## config.mk

```make
export PLATFORM = sky130hd
export DESIGN_NAME = sample_ddr_out
export DESIGN_NICKNAME = d
export VERILOG_FILES = /design/src/rtl/ddr_out_pkg.sv /design/src/rtl/ddr_slot_seq.sv /design/src/rtl/ddr_lat_line.sv /design/src/rtl/ddr_byte_out.sv /design/src/rtl/sample_ddr_out.sv
export SDC_FILE = /design/constraint.sdc
export NUM_CORES = 1
export LEC_CHECK = 0
export CORE_ASPECT_RATIO = 0.6
export CORE_UTILIZATION = 62
export CTS_CLUSTER_SIZE = 12
export DETAILED_ROUTE_END_ITERATION = 10
export DONT_BUFFER_PORTS = 1
export HOLD_SLACK_MARGIN = 0.1
export PLACE_DENSITY = 0.82
export SYNTH_ARGS = -nofsm -noshare
export SYNTH_HDL_FRONTEND = slang
export SYNTH_SLANG_ARGS = --single-unit
```

## constraint.sdc

```tcl
create_clock -name clk -period 1.95 [get_ports clk]
set_clock_uncertainty 0.2 [all_clocks]
set_input_delay 0.39 -clock clk [delete_from_list [all_inputs] [get_ports clk]]
set_output_delay 0.39 -clock clk [all_outputs]
set_load 0.005 [all_outputs]
```

## src/rtl/ddr_out_pkg.sv

```systemverilog
package ddr_out_pkg;

   typedef enum logic [1:0] {
      CH_RED  = 2'd0,
      CH_GRN  = 2'd1,
      CH_BLU  = 2'd2,
      CH_NONE = 2'd3
   } chan_e;

   typedef enum logic {
      MODE_TRI  = 1'b0,
      MODE_MONO = 1'b1
   } mode_e;

   typedef enum logic [1:0] {
      SL_IDLE = 2'd0,
      SL_GRN  = 2'd1,
      SL_BLU  = 2'd2
   } slot_e;

   // extra clocks on top of the converter pipeline for each mode
   localparam int TRI_EXTRA  = 3;
   localparam int MONO_EXTRA = 1;

endpackage

```

## src/rtl/ddr_slot_seq.sv

```systemverilog
module ddr_slot_seq
   import ddr_out_pkg::*;
#(
   parameter int DATA_W = 16
)(
   input  logic              clk,
   input  logic              rst_n,
   input  logic              strobe,
   input  logic              mode_sel,
   input  logic [DATA_W-1:0] red,
   input  logic [DATA_W-1:0] grn,
   input  logic [DATA_W-1:0] blu,
   output logic              ent_v,
   output logic [1:0]        ent_tag,
   output logic [DATA_W-1:0] ent_d,
   output logic              flush,
   output logic              mode_act
);

   slot_e             slot_q;
   logic [DATA_W-1:0] hold_g;
   logic [DATA_W-1:0] hold_b;

   // a strobe that brings a different mode discards the pipeline
   assign flush = strobe && (mode_sel != mode_act);

   always_ff @(posedge clk or negedge rst_n) begin
      if (!rst_n) begin
         slot_q   <= SL_IDLE;
         mode_act <= MODE_TRI;
         hold_g   <= '0;
         hold_b   <= '0;
         ent_v    <= 1'b0;
         ent_tag  <= CH_RED;
         ent_d    <= '0;
      end else if (strobe) begin
         mode_act <= mode_sel;
         hold_g   <= grn;
         hold_b   <= blu;
         ent_v    <= 1'b1;
         ent_tag  <= CH_RED;
         ent_d    <= red;
         slot_q   <= (mode_sel == MODE_MONO) ? SL_IDLE : SL_GRN;
      end else begin
         case (slot_q)
            SL_GRN: begin
               ent_v   <= 1'b1;
               ent_tag <= CH_GRN;
               ent_d   <= hold_g;
               slot_q  <= SL_BLU;
            end
            SL_BLU: begin
               ent_v   <= 1'b1;
               ent_tag <= CH_BLU;
               ent_d   <= hold_b;
               slot_q  <= SL_IDLE;
            end
            default: begin
               ent_v   <= 1'b0;
               ent_tag <= CH_RED;
               ent_d   <= '0;
               slot_q  <= SL_IDLE;
            end
         endcase
      end
   end

endmodule

```

## src/rtl/ddr_lat_line.sv

```systemverilog
module ddr_lat_line
   import ddr_out_pkg::*;
#(
   parameter int DATA_W   = 16,
   parameter int DEPTH    = 11,
   parameter int TAP_MONO = 9
)(
   input  logic              clk,
   input  logic              rst_n,
   input  logic              flush,
   input  logic              mode_act,
   input  logic              in_v,
   input  logic [1:0]        in_tag,
   input  logic [DATA_W-1:0] in_d,
   output logic              tap_v,
   output logic [1:0]        tap_tag,
   output logic [DATA_W-1:0] tap_d
);

   if (DEPTH < 1) begin : g_bad_depth
      $error("ddr_lat_line: DEPTH must be at least 1");
   end
   if (TAP_MONO < 1 || TAP_MONO > DEPTH) begin : g_bad_tap
      $error("ddr_lat_line: TAP_MONO must lie in 1..DEPTH");
   end

   for (genvar i = 1; i <= DEPTH; i++) begin : g_stage
      logic              pv;
      logic [1:0]        pt;
      logic [DATA_W-1:0] pd;
      logic              v_q;
      logic [1:0]        t_q;
      logic [DATA_W-1:0] d_q;

      if (i == 1) begin : g_head
         assign pv = in_v;
         assign pt = in_tag;
         assign pd = in_d;
      end else begin : g_body
         assign pv = g_stage[i-1].v_q;
         assign pt = g_stage[i-1].t_q;
         assign pd = g_stage[i-1].d_q;
      end

      always_ff @(posedge clk or negedge rst_n) begin
         if (!rst_n) begin
            v_q <= 1'b0;
            t_q <= CH_RED;
            d_q <= '0;
         end else if (flush) begin
            v_q <= 1'b0;
            t_q <= CH_RED;
            d_q <= '0;
         end else begin
            v_q <= pv;
            t_q <= pt;
            d_q <= pd;
         end
      end
   end

   if (TAP_MONO == DEPTH) begin : g_single_tap
      assign tap_v   = g_stage[DEPTH].v_q;
      assign tap_tag = g_stage[DEPTH].t_q;
      assign tap_d   = g_stage[DEPTH].d_q;
   end else begin : g_dual_tap
      always_comb begin
         if (mode_act == MODE_MONO) begin
            tap_v   = g_stage[TAP_MONO].v_q;
            tap_tag = g_stage[TAP_MONO].t_q;
            tap_d   = g_stage[TAP_MONO].d_q;
         end else begin
            tap_v   = g_stage[DEPTH].v_q;
            tap_tag = g_stage[DEPTH].t_q;
            tap_d   = g_stage[DEPTH].d_q;
         end
      end
   end

endmodule

```

## src/rtl/ddr_byte_out.sv

```systemverilog
module ddr_byte_out
   import ddr_out_pkg::*;
#(
   parameter int DATA_W     = 16,
   parameter bit HI_ON_RISE = 1'b1
)(
   input  logic                clk,
   input  logic                rst_n,
   input  logic                flush,
   input  logic                tap_v,
   input  logic [1:0]          tap_tag,
   input  logic [DATA_W-1:0]   tap_d,
   output logic                valid_q,
   output logic [1:0]          tag_q,
   output logic [DATA_W-1:0]   word_q,
   output logic [DATA_W/2-1:0] out_byte
);

   localparam int HALF_W = DATA_W / 2;

   logic [HALF_W-1:0] hi_half;
   logic [HALF_W-1:0] lo_half;

   always_ff @(posedge clk or negedge rst_n) begin
      if (!rst_n) begin
         valid_q <= 1'b0;
         tag_q   <= CH_RED;
         word_q  <= '0;
      end else if (flush) begin
         valid_q <= 1'b0;
         tag_q   <= CH_RED;
         word_q  <= '0;
      end else begin
         valid_q <= tap_v;
         tag_q   <= tap_v ? tap_tag : CH_RED;
         word_q  <= tap_v ? tap_d : '0;
      end
   end

   assign hi_half = word_q[DATA_W-1:HALF_W];
   assign lo_half = word_q[HALF_W-1:0];

   // both halves come from one registered word; the clock level picks the half
   if (HI_ON_RISE) begin : g_hi_first
      assign out_byte = clk ? hi_half : lo_half;
   end else begin : g_lo_first
      assign out_byte = clk ? lo_half : hi_half;
   end

endmodule

```

## src/rtl/sample_ddr_out.sv

```systemverilog
module sample_ddr_out
   import ddr_out_pkg::*;
#(
   parameter int DATA_W     = 16,
   parameter int CONV_LAT   = 9,
   parameter bit HI_ON_RISE = 1'b1
)(
   input  logic                clk,
   input  logic                rst_n,
   input  logic                pix_strobe,
   input  logic                mode_sel,
   input  logic [DATA_W-1:0]   red_in,
   input  logic [DATA_W-1:0]   grn_in,
   input  logic [DATA_W-1:0]   blu_in,
   output logic [DATA_W/2-1:0] out_byte,
   output logic [1:0]          out_tag,
   output logic                out_valid
);

   localparam int LAT_TRI    = CONV_LAT + TRI_EXTRA;
   localparam int LAT_MONO   = CONV_LAT + MONO_EXTRA;
   localparam int LINE_DEPTH = LAT_TRI - 1;
   localparam int TAP_MONO   = LAT_MONO - 1;

   if (DATA_W < 2 || (DATA_W % 2) != 0) begin : g_bad_width
      $error("sample_ddr_out: DATA_W must be even and at least 2");
   end
   if (CONV_LAT < 1) begin : g_bad_lat
      $error("sample_ddr_out: CONV_LAT must be at least 1");
   end

   logic              ent_v;
   logic [1:0]        ent_tag;
   logic [DATA_W-1:0] ent_d;
   logic              flush_w;
   logic              mode_act_w;
   logic              tap_v;
   logic [1:0]        tap_tag;
   logic [DATA_W-1:0] tap_d;
   logic [DATA_W-1:0] word_q;

   ddr_slot_seq #(
      .DATA_W (DATA_W)
   ) u_seq (
      .clk      (clk),
      .rst_n    (rst_n),
      .strobe   (pix_strobe),
      .mode_sel (mode_sel),
      .red      (red_in),
      .grn      (grn_in),
      .blu      (blu_in),
      .ent_v    (ent_v),
      .ent_tag  (ent_tag),
      .ent_d    (ent_d),
      .flush    (flush_w),
      .mode_act (mode_act_w)
   );

   ddr_lat_line #(
      .DATA_W   (DATA_W),
      .DEPTH    (LINE_DEPTH),
      .TAP_MONO (TAP_MONO)
   ) u_line (
      .clk      (clk),
      .rst_n    (rst_n),
      .flush    (flush_w),
      .mode_act (mode_act_w),
      .in_v     (ent_v),
      .in_tag   (ent_tag),
      .in_d     (ent_d),
      .tap_v    (tap_v),
      .tap_tag  (tap_tag),
      .tap_d    (tap_d)
   );

   ddr_byte_out #(
      .DATA_W     (DATA_W),
      .HI_ON_RISE (HI_ON_RISE)
   ) u_out (
      .clk      (clk),
      .rst_n    (rst_n),
      .flush    (flush_w),
      .tap_v    (tap_v),
      .tap_tag  (tap_tag),
      .tap_d    (tap_d),
      .valid_q  (out_valid),
      .tag_q    (out_tag),
      .word_q   (word_q),
      .out_byte (out_byte)
   );

endmodule

```

==> impl_results.md <==
* Reg clk slew, reported paths at 0.06 ns
* Starting DRC count in detailed routing at 412
* Top cells by area, synth: dfrtp_1, and2_1, mux2_2, mux2i_1, a22oi_1
* Post-cts resize count at 0
* Lkg Pwr at 5.43 nW
* Final setup violation count at 8
* IO Port Bufs at 0
* Row cnt at 34
* Detail Route Antenna Nets at 0
* GRT Overall Usage at 21.2%
* Pwr/cell area at 1060 nW/µm²
* Vias per Instance at 5.27
* Max_cap viols at 0
* Final WL at 15,400 µm
* Synthesized instance count at 670
* Crit-path max FO at 4
* Outcome: finished with violations
* Area of the multi-input gates at 2380 µm²
* Min Hold Slack at -0.735 ns
* Fin cells at 922
* Gpl congestion at 0.715
* Critical path class: clock port to output port
* HP Class: input pin to asynchronous set/reset pin
* Crit end category: output port
* # nets final at 774
* Residual DRC at 0
* Leading area contributor after synthesis: dfrtp_1
* I/O pins at 63
* RSZ-0062 raised after global routing: yes
* Synth Area per Inst at 14.3 µm²
* Inst Count DP at 834
* Failing checks: hold timing, setup timing
* Met3 WL at 993 µm
* Top-area cell type share of the netlist area at 73.4%
* Synth Net Count at 724
* Share of cells above drive strength 1 at 11.2%
* Die area at 16,000 µm²
* Fillcell total at 836
* CP required at 1.36 ns
* Slack of the critical path at -0.197 ns
* Dpl ws at 0.105 ns
* M1 wire length at 6410 µm
* Peak supply drop at 0.000739 V
* Unique cell type count in the Yosys netlist at 20
* Post-synth top cells: dfrtp_1, and2_1, mux2_2
* Area growth syn-to-layout at 15.3%
* First-pass GRT wire length at 25,800 µm
* Core area at 14,800 µm²
* Max-slew violation count at 0
* Ys async rst share at 100%
* Die Width at 162 µm
* Largest net degree at the start of global routing at 282
* Grt ovf at 0
* Setup TNS at -1.40 ns
* Slew Limit Headroom at 53.0%
* Post-synth EDFFs at 0
* Detail Placement HPWL at 7480 µm
* Die Height at 98.3 µm
* CTS tree: yes
* Synth Flop Type: dfrtp_1
* Mapped Area at 9570 µm²
* Antenna violations before repair at 2
* CP Data Arrival Time at 1.56 ns
* Synth warn at 0
* Max layer used: met4
* #FFs+latches synth at 281
* Met2 wire length at 7680 µm
* Reg area at 7030 µm²
* Fin. Hold Viols at 281
* Post-synthesis sequential area ratio at 73.4%
* Most common cell in the netlist: dfrtp_1
* Least-Margin Pin Slew at 0.706 ns
* Worst skew pair latency at 0.62 ns
* Avg WL per Cell at 16.7 µm
* Setup crit start kind: clock port
* Starting Density at 64.9%
* CTS hold repair buffers at 51
* Drt pass-1 iters at 4
* Vias in the first global route at 5,341
* Vias at 4,855
* Post-CTS repair timing setup buffer count at 0
layout make-up:
type / count / area share, %
Antenna cell: 2 / 0.0453
Clock inverter: 2 / 0.0907
Multi-Input combinational cell: 347 / 21.5
Sequential cell: 281 / 63.7
Clock buffer: 33 / 7.09
Tap cell: 198 / 2.24
Timing Repair Buffer: 55 / 5.17
Inverter: 4 / 0.136
where the power goes:
group | internal, mW | total [mW] | switching [mW] | leakage [nW]
Combinational | 0.284 | 0.555 | 0.271 | 1.22
Sequential | 6.13 | 6.23 | 0.103 | 3.77
Clock | 2.85 | 4.89 | 2.04 | 0.439
Total | 9.26 | 11.7 | 2.42 | 5.43
state kept, by name, summed over array words and instances, names as in the netlist:
register and cells:
u_seq.ent_d 16, u_out.valid_q 1, u_line.g_stage.v_q 10, u_seq.hold_b 16
u_line.g_stage.pt 2, u_seq.mode_act 1, u_seq.hold_g 16, u_seq.ent_tag 2
u_out.tag_q 2, u_line.g_stage.pd 16, u_seq.slot_q 1, u_line.g_stage.t_q 20
u_seq.ent_v 1, u_line.g_stage.pv 1, u_line.g_stage.d_q 160, u_out.word_q 16
worst max-delay path, cell delays in order:
cell,delay (ns)
clkbuf_16,0.13
clkbuf_16,0.15
mux2_4,0.31
path summary, 6_finish.rpt:
kind / depth (start not counted) / startpoint / to / slack (ns)
worst max-delay path: 3 / clk / out_byte[0] / -0.20
worst min-delay path: 0 / rst_n / u_seq.hold_b[15]$_DFFE_PN0P_ / -0.73
worst max register to register: 4 / u_seq.slot_q[0]$_DFF_PN0_ / u_seq.ent_d[13]$_DFF_PN0_ / 0.08
worst min register to register: 1 / u_line.g_stage[1].d_q[1]$_DFF_PN0_ / u_line.g_stage[2].d_q[1]$_DFF_PN0_ / 0.24
max in group asynchronous: 0 / rst_n / u_line.g_stage[5].d_q[6]$_DFF_PN0_ / 2.03
min in group clk: 1 / u_line.g_stage[1].d_q[1]$_DFF_PN0_ / u_line.g_stage[2].d_q[1]$_DFF_PN0_ / 0.24
cells by family (layout without fill, tap and decap cells):
kind of cell / Yosys count / after routing / synth area share (%)
compound gates: 35 / 35 / 2.35
xor+xnor: 1 / 1 / 0.0915
fa+ha+maj: 2 / 2 / 0.261
buf+inv: 42 / 94 / 1.80
flops: 281 / 281 / 73.4
mux: 58 / 58 / 6.59
other cells: 0 / 2 / 0
simple gates: 251 / 251 / 15.5
layer usage:
| layer | GRT usage, % | vias up |
|---|---|---|
| li1 | - | 2201 |
| met1 | 27.0 | 2469 |
| met2 | 34.1 | 149 |
| met3 | 6.63 | 36 |
| met4 | 8.71 | 0 |
| met5 | 0 | - |
cell usage in the layout, fill, tap and decap left out:
cell	netlist	layout
nor2_1	18	18
dlygate4sd3_1	0	50
clkbuf_16	0	31
and2_1	208	208
a21oi_1	1	1
dfrtp_1	281	281
mux2_4	0	1
or2_2	1	1
buf_4	1	3
mux2i_1	18	18
nand2_1	18	18
nand2b_1	1	1
buf_16	0	1
xor2_1	1	1
ha_1	2	2
nor2b_1	4	4
diode_2	0	2
nand2_4	0	1
o21ai_0	17	17
a22oi_1	16	16
a2bb2oi_2	1	1
mux2_2	40	39
inv_1	4	4
clkbuf_1	28	2
buf_12	0	1
clkinv_2	0	2
metrics by stage:
| step | util [%] | area, µm² | hold WS, ns | power [mW] |
|---|---|---|---|---|
| 6_report | 74.8 | 11000 | -0.735 | 11.7 |
| 5_1_grt | 74.8 | 11000 | -0.759 | 12.1 |
| 4_1_cts | 74.8 | 11000 | -0.751 | 11.8 |
| 3_5_place_dp | 65.8 | 9720 | -0.0938 | 6.82 |
| 3_3_place_gp | 65.8 | 9720 | -0.0905 | 6.77 |
| 2_1_floorplan | - | 9600 | -0.106 | 6.85 |
timing repair:
item / 4_1_cts / 5_1_grt
gates cloned: 0 / 0
hold endpoints to repair: 392 / 281
endpoints found under the setup margin: 8 / 8
(Power assumes the default switching activity.)
